$ cat config.mk
export PLATFORM = sky130hd
export DESIGN_NAME = bankmon
export DESIGN_NICKNAME = d
export VERILOG_FILES = /design/src/rtl/bankmon_pkg.sv /design/src/rtl/bankmon_chan.sv /design/src/rtl/bankmon_event.sv /design/src/rtl/bankmon.sv
export SDC_FILE = /design/constraint.sdc
export NUM_CORES = 1
export LEC_CHECK = 0
export ABC_AREA = 1
export BUFFER_PORTS_ARGS = -buffer_cell sky130_fd_sc_hd__buf_2
export CAP_MARGIN = 10
export CORE_ASPECT_RATIO = 1.2
export CORE_MARGIN = 3
export CORE_UTILIZATION = 35
export DETAILED_ROUTE_END_ITERATION = 10
export PLACE_DENSITY = 0.58
export SYNTH_ARGS = -nofsm -noshare
export SYNTH_HDL_FRONTEND = slang
export SYNTH_SLANG_ARGS = --single-unit
$ cat constraint.sdc
create_clock -name clk -period 1.4 [get_ports clk]
set_input_delay 0.14 -clock clk [delete_from_list [all_inputs] [get_ports clk]]
set_output_delay 0.14 -clock clk [all_outputs]
set_load 0.02 [all_outputs]
$ cat src/rtl/bankmon_pkg.sv
package bankmon_pkg;
  localparam int BYTE_W = 8;
  localparam int ADDR_W = 4;
  localparam int SEL_W  = 4;
  localparam int MAX_CH = 2 ** SEL_W;

  localparam logic [ADDR_W-1:0] OFF_EVT_LO  = 4'h0;
  localparam logic [ADDR_W-1:0] OFF_EVT_HI  = 4'h1;
  localparam logic [ADDR_W-1:0] OFF_SMI_LO  = 4'h2;
  localparam logic [ADDR_W-1:0] OFF_SMI_HI  = 4'h3;
  localparam logic [ADDR_W-1:0] OFF_IRQ_LO  = 4'h4;
  localparam logic [ADDR_W-1:0] OFF_IRQ_HI  = 4'h5;
  localparam logic [ADDR_W-1:0] OFF_RATE    = 4'h7;
  localparam logic [ADDR_W-1:0] OFF_GCFG    = 4'h8;
  localparam logic [ADDR_W-1:0] OFF_SEL     = 4'h9;
  localparam logic [ADDR_W-1:0] OFF_CCFG    = 4'hA;
  localparam logic [ADDR_W-1:0] OFF_VAL     = 4'hB;
  localparam logic [ADDR_W-1:0] OFF_UPPER   = 4'hC;
  localparam logic [ADDR_W-1:0] OFF_LOWER   = 4'hD;
  localparam logic [ADDR_W-1:0] OFF_CRIT    = 4'hE;

  // Outside-window test; signed mode treats every byte as two's complement.
  function automatic logic outside(input logic [BYTE_W-1:0] d,
                                   input logic [BYTE_W-1:0] up,
                                   input logic [BYTE_W-1:0] lo,
                                   input bit sgn);
    if (sgn) return ($signed(d) > $signed(up)) || ($signed(d) < $signed(lo));
    else     return (d > up) || (d < lo);
  endfunction
endpackage

$ cat src/rtl/bankmon_chan.sv
module bankmon_chan
  import bankmon_pkg::*;
#(
  parameter bit SIGNED_CMP = 1'b1
) (
  input  logic              clk,
  input  logic              rst_n,
  input  logic              wr_cfg,
  input  logic              wr_up,
  input  logic              wr_lo,
  input  logic              wr_crit,
  input  logic [BYTE_W-1:0] wdata,
  input  logic              smp_hit,
  input  logic [BYTE_W-1:0] smp_data,
  output logic [BYTE_W-1:0] cfg_q,
  output logic [BYTE_W-1:0] val_q,
  output logic [BYTE_W-1:0] up_q,
  output logic [BYTE_W-1:0] lo_q,
  output logic [BYTE_W-1:0] crit_q,
  output logic              evt
);
  localparam logic [BYTE_W-1:0] UP_RST = SIGNED_CMP ? 8'h7F : 8'hFF;
  localparam logic [BYTE_W-1:0] LO_RST = SIGNED_CMP ? 8'h80 : 8'h00;

  logic take;
  assign take = smp_hit && cfg_q[0];
  assign evt  = take && outside(smp_data, up_q, lo_q, SIGNED_CMP);

  always_ff @(posedge clk) begin
    if (!rst_n) begin
      cfg_q  <= '0;
      val_q  <= '0;
      up_q   <= UP_RST;
      lo_q   <= LO_RST;
      crit_q <= UP_RST;
    end else begin
      if (wr_cfg)  cfg_q  <= wdata;
      if (wr_up)   up_q   <= wdata;
      if (wr_lo)   lo_q   <= wdata;
      if (wr_crit) crit_q <= wdata;
      if (take)    val_q  <= smp_data;
    end
  end
endmodule

$ cat src/rtl/bankmon_event.sv
module bankmon_event
  import bankmon_pkg::*;
#(
  parameter int NUM_CH = 3
) (
  input  logic              clk,
  input  logic              rst_n,
  input  logic              reg_wr,
  input  logic [ADDR_W-1:0] reg_addr,
  input  logic [BYTE_W-1:0] reg_wdata,
  input  logic [NUM_CH-1:0] set_vec,
  output logic [MAX_CH-1:0] status_q,
  output logic [MAX_CH-1:0] smi_mask_q,
  output logic [MAX_CH-1:0] irq_mask_q,
  output logic              irq_o,
  output logic              smi_o
);
  logic [MAX_CH-1:0] clr_vec;
  logic [MAX_CH-1:0] set_wide;

  always_comb begin
    clr_vec = '0;
    if (reg_wr && reg_addr == OFF_EVT_LO) clr_vec[7:0]  = reg_wdata;
    if (reg_wr && reg_addr == OFF_EVT_HI) clr_vec[15:8] = reg_wdata;
  end

  generate
    if (NUM_CH < MAX_CH) begin : g_pad
      assign set_wide = {{(MAX_CH-NUM_CH){1'b0}}, set_vec};
    end else begin : g_full
      assign set_wide = set_vec;
    end
  endgenerate

  always_ff @(posedge clk) begin
    if (!rst_n) begin
      status_q   <= '0;
      smi_mask_q <= '0;
      irq_mask_q <= '0;
    end else begin
      status_q <= (status_q & ~clr_vec) | set_wide;
      if (reg_wr) begin
        case (reg_addr)
          OFF_SMI_LO: smi_mask_q[7:0]  <= reg_wdata;
          OFF_SMI_HI: smi_mask_q[15:8] <= reg_wdata;
          OFF_IRQ_LO: irq_mask_q[7:0]  <= reg_wdata;
          OFF_IRQ_HI: irq_mask_q[15:8] <= reg_wdata;
          default: ;
        endcase
      end
    end
  end

  assign irq_o = |(status_q & irq_mask_q);
  assign smi_o = |(status_q & smi_mask_q);
endmodule

$ cat src/rtl/bankmon.sv
module bankmon
  import bankmon_pkg::*;
#(
  parameter int NUM_CH     = 3,
  parameter bit SIGNED_CMP = 1'b1
) (
  input  logic              clk,
  input  logic              rst_n,
  input  logic              reg_wr,
  input  logic              reg_rd,
  input  logic [3:0]        reg_addr,
  input  logic [7:0]        reg_wdata,
  output logic [7:0]        reg_rdata,
  input  logic              smp_valid,
  output logic              smp_ready,
  input  logic [3:0]        smp_chan,
  input  logic [7:0]        smp_data,
  output logic              irq_o,
  output logic              smi_o
);
  logic [SEL_W-1:0]  sel_q;
  logic [BYTE_W-1:0] rate_q;
  logic [BYTE_W-1:0] gcfg_q;
  logic [NUM_CH-1:0] evt_vec;
  logic [NUM_CH-1:0] chan_en;
  logic [MAX_CH-1:0] evt_status;
  logic [MAX_CH-1:0] smi_mask;
  logic [MAX_CH-1:0] irq_mask;
  logic [BYTE_W-1:0] c_cfg  [NUM_CH];
  logic [BYTE_W-1:0] c_val  [NUM_CH];
  logic [BYTE_W-1:0] c_up   [NUM_CH];
  logic [BYTE_W-1:0] c_lo   [NUM_CH];
  logic [BYTE_W-1:0] c_crit [NUM_CH];
  logic [BYTE_W-1:0] rd_next;

  assign smp_ready = 1'b1;

  always_ff @(posedge clk) begin
    if (!rst_n) begin
      sel_q  <= '0;
      rate_q <= '0;
      gcfg_q <= '0;
    end else if (reg_wr) begin
      case (reg_addr)
        OFF_SEL:  sel_q  <= reg_wdata[SEL_W-1:0];
        OFF_RATE: rate_q <= reg_wdata;
        OFF_GCFG: gcfg_q <= reg_wdata;
        default: ;
      endcase
    end
  end

  generate
    for (genvar i = 0; i < NUM_CH; i++) begin : g_ch
      logic mine;
      assign mine = reg_wr && (sel_q == SEL_W'(i));
      bankmon_chan #(.SIGNED_CMP(SIGNED_CMP)) i_chan (
        .clk      (clk),
        .rst_n    (rst_n),
        .wr_cfg   (mine && reg_addr == OFF_CCFG),
        .wr_up    (mine && reg_addr == OFF_UPPER),
        .wr_lo    (mine && reg_addr == OFF_LOWER),
        .wr_crit  (mine && reg_addr == OFF_CRIT),
        .wdata    (reg_wdata),
        .smp_hit  (smp_valid && smp_chan == SEL_W'(i)),
        .smp_data (smp_data),
        .cfg_q    (c_cfg[i]),
        .val_q    (c_val[i]),
        .up_q     (c_up[i]),
        .lo_q     (c_lo[i]),
        .crit_q   (c_crit[i]),
        .evt      (evt_vec[i])
      );
      assign chan_en[i] = c_cfg[i][0];
    end
  endgenerate

  bankmon_event #(.NUM_CH(NUM_CH)) i_event (
    .clk        (clk),
    .rst_n      (rst_n),
    .reg_wr     (reg_wr),
    .reg_addr   (reg_addr),
    .reg_wdata  (reg_wdata),
    .set_vec    (evt_vec),
    .status_q   (evt_status),
    .smi_mask_q (smi_mask),
    .irq_mask_q (irq_mask),
    .irq_o      (irq_o),
    .smi_o      (smi_o)
  );

  always_comb begin
    rd_next = '0;
    case (reg_addr)
      OFF_EVT_LO: rd_next = evt_status[7:0];
      OFF_EVT_HI: rd_next = evt_status[15:8];
      OFF_SMI_LO: rd_next = smi_mask[7:0];
      OFF_SMI_HI: rd_next = smi_mask[15:8];
      OFF_IRQ_LO: rd_next = irq_mask[7:0];
      OFF_IRQ_HI: rd_next = irq_mask[15:8];
      OFF_RATE:   rd_next = rate_q;
      OFF_GCFG:   rd_next = gcfg_q;
      OFF_SEL:    rd_next = {{(BYTE_W-SEL_W){1'b0}}, sel_q};
      default: begin
        for (int i = 0; i < NUM_CH; i++) begin
          if (sel_q == SEL_W'(i)) begin
            case (reg_addr)
              OFF_CCFG:  rd_next = c_cfg[i];
              OFF_VAL:   rd_next = c_val[i];
              OFF_UPPER: rd_next = c_up[i];
              OFF_LOWER: rd_next = c_lo[i];
              OFF_CRIT:  rd_next = c_crit[i];
              default: ;
            endcase
          end
        end
      end
    endcase
  end

  always_ff @(posedge clk) begin
    if (!rst_n)      reg_rdata <= '0;
    else if (reg_rd) reg_rdata <= rd_next;
  end
endmodule

# After elaboration in Yosys (flattened, before gate mapping)

Cells that the tools add are included.

Input port bits: 29
Output and inout bits: 11
Logic and storage cells: 102
Flip-flop bits (word level): 196

Multiplexer cells: 9
Bitwise gates (word level): 5
Eq/ne operators: 17
Order comparisons: 6
Reduce and logical (&&, ||, !) cells: 41

Operators by type and width:

| kind                                                                   | number |
|---|---|
| 8-bit one-hot mux with 5 select lines                                  | 3 |
| 8-bit one-hot mux with 9 select lines                                  | 1 |
| 16-bit AND                                                             | 3 |
| 8-bit two-way mux                                                      | 5 |
| 16-bit OR reduction                                                    | 2 |
| 4-bit equality test (second input constant)                            | 7 |
| 1-bit logical AND                                                      | 26 |
| 8-bit greater-than comparator                                          | 3 |
| 8-bit less-than comparator                                             | 3 |
| 4-bit by 2-bit equality test with 1-bit output (second input constant) | 4 |
| 16-bit NOT                                                             | 1 |
| 16-bit by 3-bit bitwise OR with 16-bit output                          | 1 |
| 2-bit AND reduction                                                    | 7 |
| 4-bit by 1-bit equality test with 1-bit output (second input constant) | 3 |
| 4-bit by 3-bit equality test with 1-bit output (second input constant) | 3 |
| 4-bit zero test                                                        | 3 |
| 1-bit logical OR                                                       | 3 |

# Depth between registers and ports, before layout

Depth after elaboration: 8
Gate-level depth with buffers: 15
Depth with buffers taken out: 15

# Hierarchy

Synthesis repeated with hierarchy kept, for this count alone.

Cell total of the unflattened synthesis: 1504
Area total of the unflattened synthesis: 10157.2 um^2

Modules (own cells, without submodules):

| module        | times used | seq. area each (um^2) | area an instance (um^2) | cells each |
|---|---|---|---|---|
| bankmon_chan  | 3          | 800.8                 | 1755.4                  | 232 |
| bankmon       | 1          | 560.5                 | 2917.8                  | 541 |
| bankmon_event | 1          | 960.9                 | 1973.1                  | 267 |

# Least setup slack after synthesis

Ideal clock, no wire load.

Kind: register -> register
Start point: register sel_q[3]
End point: register g_ch[1].i_chan.lo_q[5]
Library setup time: 0.119 ns
Path buffers: 1
Path slack: -0.123 ns
Arrival: 1.404 ns
Data required time: 1.281 ns
Stages on the path, launching flop included: 10
Clock period less this slack: 1.523 ns
Cells stage by stage: dfxtp_1 -> nor2_1 -> inv_2 -> nor3_4 -> nand2_2 -> nor2_4 -> inv_1 -> buf_6 -> o21ai_0 -> a21oi_1

Cells in the longest elaborated chain, start to end: 3

Ends and longest elaborated chain:

| what                                           | line               | RTL |
|---|---|---|
| start, declared                                | bankmon.sv:21      | `logic [SEL_W-1:0] sel_q;` |
| start signal, assigned                         | bankmon.sv:45      | `OFF_SEL: sel_q <= reg_wdata[SEL_W-1:0];` |
| 4-bit by 1-bit equality test with 1-bit output | bankmon.sv:56      | `assign mine = reg_wr && (sel_q == SEL_W'(i));` |
| 1-bit logical AND                              | bankmon.sv:56      |  |
| 1-bit logical AND                              | bankmon.sv:62      | `.wr_lo (mine && reg_addr == OFF_LOWER),` |
| end signal, assigned                           | bankmon_chan.sv:39 | `if (wr_lo) lo_q <= wdata;` |
| end, declared                                  | bankmon_chan.sv:18 | `output logic [BYTE_W-1:0] lo_q,` |

Every way passes these cells.
A chain may end at the register's enable or synchronous reset.

# Worst setup path after layout

Start point: register i_event.status_q[1]
End point: output port smi_o

Cells in the longest elaborated chain, start to end: 2

Ends and longest elaborated chain:

| what                   | line                | RTL |
|---|---|---|
| start, declared        | bankmon_event.sv:12 | `output logic [MAX_CH-1:0] status_q,` |
| start signal, assigned | bankmon_event.sv:41 | `status_q <= (status_q & ~clr_vec) \| set_wide;` |
| 16-bit AND             | bankmon_event.sv:55 | `assign smi_o = \|(status_q & smi_mask_q);` |
| 16-bit OR reduction    | bankmon_event.sv:55 |  |
| end, declared          | bankmon.sv:19       | `output logic smi_o` |

Every way passes these cells.

==> metrics.cfg <==
[global_routing]
grt-ovfl-total=0
grt.total_usage_pct=23.50
grt_max_degree=55
grt_pass1_vias=9971
grt_pass1_wl_um=55180
antenna_found_initial=0

[timing]
relSlewSlack_pct=57.16
clock_skew_ps=9.166
setup_tns_ps=-13590
finalSetupViolations=98
period_minus_slack_ps=1742
whs_ps=57.61
rsz0062_at_grt=yes
min_period_over_period_pct=124.4
slew_viol_final=0
worstMarginPinSlew_ps=642.6
timing.final.ws_setup_ps=-342.0
max_freq_mhz=574.0
finalHoldViolCount=0

[synth]
synth_seq_area_share_pct=39.98
synth_fp_nets=1484
yosys_warnings=0
ys_types=36
synth_top_area_share_pct=39.98
netlist_area_mm2=0.009814
yosys.area.top_type=dfxtp_1
synth_edf_count=0
synth.area.top_cells=dfxtp_1 40%, nand2_1 12%, o21ai_0 8.0%
async_flop_share_pct=0
avgSynthCellArea_um2=6.961
synth_flop_cell=dfxtp_1
syn_inst=1410
synth-seq-cells=196

[min_path]
hold_start=rst_n
hold_end=g_ch[0].i_chan.crit_q[2]$_SDFFE_PN1P_
hold_depth=2
hp-class=input port to register

[worst_setup_path]
slowest_stage=dfxtp_2
reg2reg_slack_ps=-250
slowest_delay_ps=370
crit_buf_inv=2
r2r-end=g_ch[2].i_chan.lo_q[4]$_SDFFE_PN0P_
criticalPathCategory=register to primary output
path_cells=buf_4 > nand2_1 > nand3_1 > a211oi_2 > nand3_2 > buf_6
crit_cells=6
start_kind=register
r2r_cells=10
reg2reg_from=sel_q[3]$_SDFFE_PN0P_
crit_path_max_fanout=3
arrival_ps=1600
endpoint_kind=primary output
crit_family=flip-flops
worstPathRequired_ps=1260

[finish]
multiInputGateArea_mm2=0.005891
fill_cells=2625
stdcell_area_mm2=0.01380
area_growth_syn_to_layout_pct=40.60
num_antenna_cells=0
drive_above_1_share_pct=34.42
final_util_pct=50.49
layout.area.seq_mm2=0.003956
nNetsFinal=1682

[pwr]
p_per_area_mw_per_mm2=911.3
power_mw=12.58
power.leakage_nw=5.785
vdd_drop_max_mv=0.5915

[clocking]
ctsHoldBuffers=0
clkSlewWorstSetupHoldPaths_ps=70
clk_latency_ps=440
clockBufferDepth=2
cts_tree=yes
cts_sinks=196
cts_buffers=17
htreeDepth=4
root_buffer=clkbuf_16

[placed_design]
placed_area_mm2=0.01190
dp_hpwl_um=25580
routabilityCongestion=0.8966
port_buffers=38

[drt]
postRouteAntennaNets=0
drtPass1Iterations=5
wl_per_cell_um=18.15
vias=10260
viasPerCell=5.141
routed_wl_um=36200
detailedRoute.firstIterationViolations=735
drc=0

[floorplanning]
start_util_pct=35.91
die-area_mm2=0.03009
die_x_um=158.9
num_rows=66
boundaryPins=40
core_mm2=0.02733
chipHeight_um=189.4

[flow_run]
drv_cap=0

[status]
violations=negative setup slack
status=finished, violations left

layout make-up:
class	instances	share of cell area [%]
clock buffer	18	3.183
clock inverter	14	1.433
inverter	173	4.960
multi-input combinational	973	42.69
sequential	196	28.67
tap	374	3.391
timing repair buffer	246	15.62
timing repair inverter	1	0.05440
per-layer routing:
layer,vias to the layer above,routed length [µm],GRT usage (%)
met5,-,0,0
met4,0,1133,8.488
li1,5038,-,-
met2,344,17600,40.46
met1,4796,15290,29.89
met3,78,2179,3.720
per-stage QoR:
stage | cells | worst slack, ps
after floorplan | 1410 | -114.5
after global placement | 1946 | -252.9
after detailed placement | 1946 | -247.6
after CTS | 1992 | -400.7
after global routing | 1995 | -411.3
final | 1995 | -342.0
power by group:
part / total, mW / leakage, nW / switching, mW / internal [mW]
Combinational: 1.48 / 3.89 / 0.917 / 0.564
Clock: 5.42 / 0.313 / 2.35 / 3.07
Sequential: 5.68 / 1.59 / 0.0428 / 5.63
worst register-to-register path: cells and delay by family, from the launching register on:
family	cells	cell delay (ps)
flops	1	320
buf+inv	4	530
simple gates	5	610
compound gates	1	120
cells in the mapped netlist, types with 4 or more instances:
library cell and instances:
nand4_1 22, nor2_2 6, o211ai_1 9, nand3_1 77
nor2_4 12, nor2_1 125, o21a_1 4, inv_1 163
o21ai_1 13, dfxtp_1 196, a311oi_1 4, inv_2 10
clkbuf_1 45, a21oi_1 140, nor3_1 9, ha_1 45
buf_6 4, buf_2 18, o22ai_1 27, o21ai_0 156
nand2_2 4, nand2_1 304
state kept, by name (all words and copies together), names as in the netlist:
name	flops
reg_rdata	8
i_event.smi_mask_q	16
i_event.irq_mask_q	16
g_ch.i_chan.val_q	24
g_ch.i_chan.lo_q	24
sel_q	4
rate_q	8
g_ch.i_chan.cfg_q	24
g_ch.i_chan.crit_q	24
g_ch.i_chan.up_q	24
gcfg_q	8
i_event.status_q	16
worst max path at each step:
stage | end | slack (ps) | start
4_1_cts | smi_o | -400 | i_event.status_q[6]$_SDFF_PN0_
6_report | smi_o | -340 | i_event.status_q[1]$_SDFF_PN0_
3_3_place_gp | reg_rdata[0]$_SDFFE_PN0P_ | -250 | reg_addr[2]
2_1_floorplan | g_ch[1].i_chan.lo_q[4]$_SDFFE_PN0P_ | -110 | sel_q[2]$_SDFFE_PN0P_
5_1_grt | smi_o | -410 | i_event.smi_mask_q[6]$_SDFFE_PN0P_
3_5_place_dp | reg_rdata[0]$_SDFFE_PN0P_ | -250 | reg_addr[2]
what timing repair did:
| action | CTS | global route |
|---|---|---|
| gates cloned | 3 | 0 |
| pin swaps | 53 | 66 |
| endpoints found under the setup margin | 93 | 109 |
| buffers inserted | 14 | 6 |
| resized for setup | 197 | 165 |
placed cells by master, fill, tap and decap left out, types with 31 or more instances in the layout:
cell type    n
nand2_1    274
inv_1      131
buf_4      160
buf_2       35
nand3_1     56
a21oi_2     38
nand2_2     31
o21ai_2     39
a21oi_1    102
o21ai_1     40
inv_2       32
dfxtp_1    172
o21ai_0     83
nor2_1     103
cell families after synthesis:
| kind of cell | share of synthesized area [%] |
|---|---|
| AO/OA/AOI/OAI | 19.40 |
| other | 0.03821 |
| adder cells (fa/ha/maj) | 5.737 |
| flip-flops | 39.98 |
| AND/OR/NAND/NOR | 25.01 |
| buffers and inverters | 9.829 |
(Power assumes the default switching activity.)
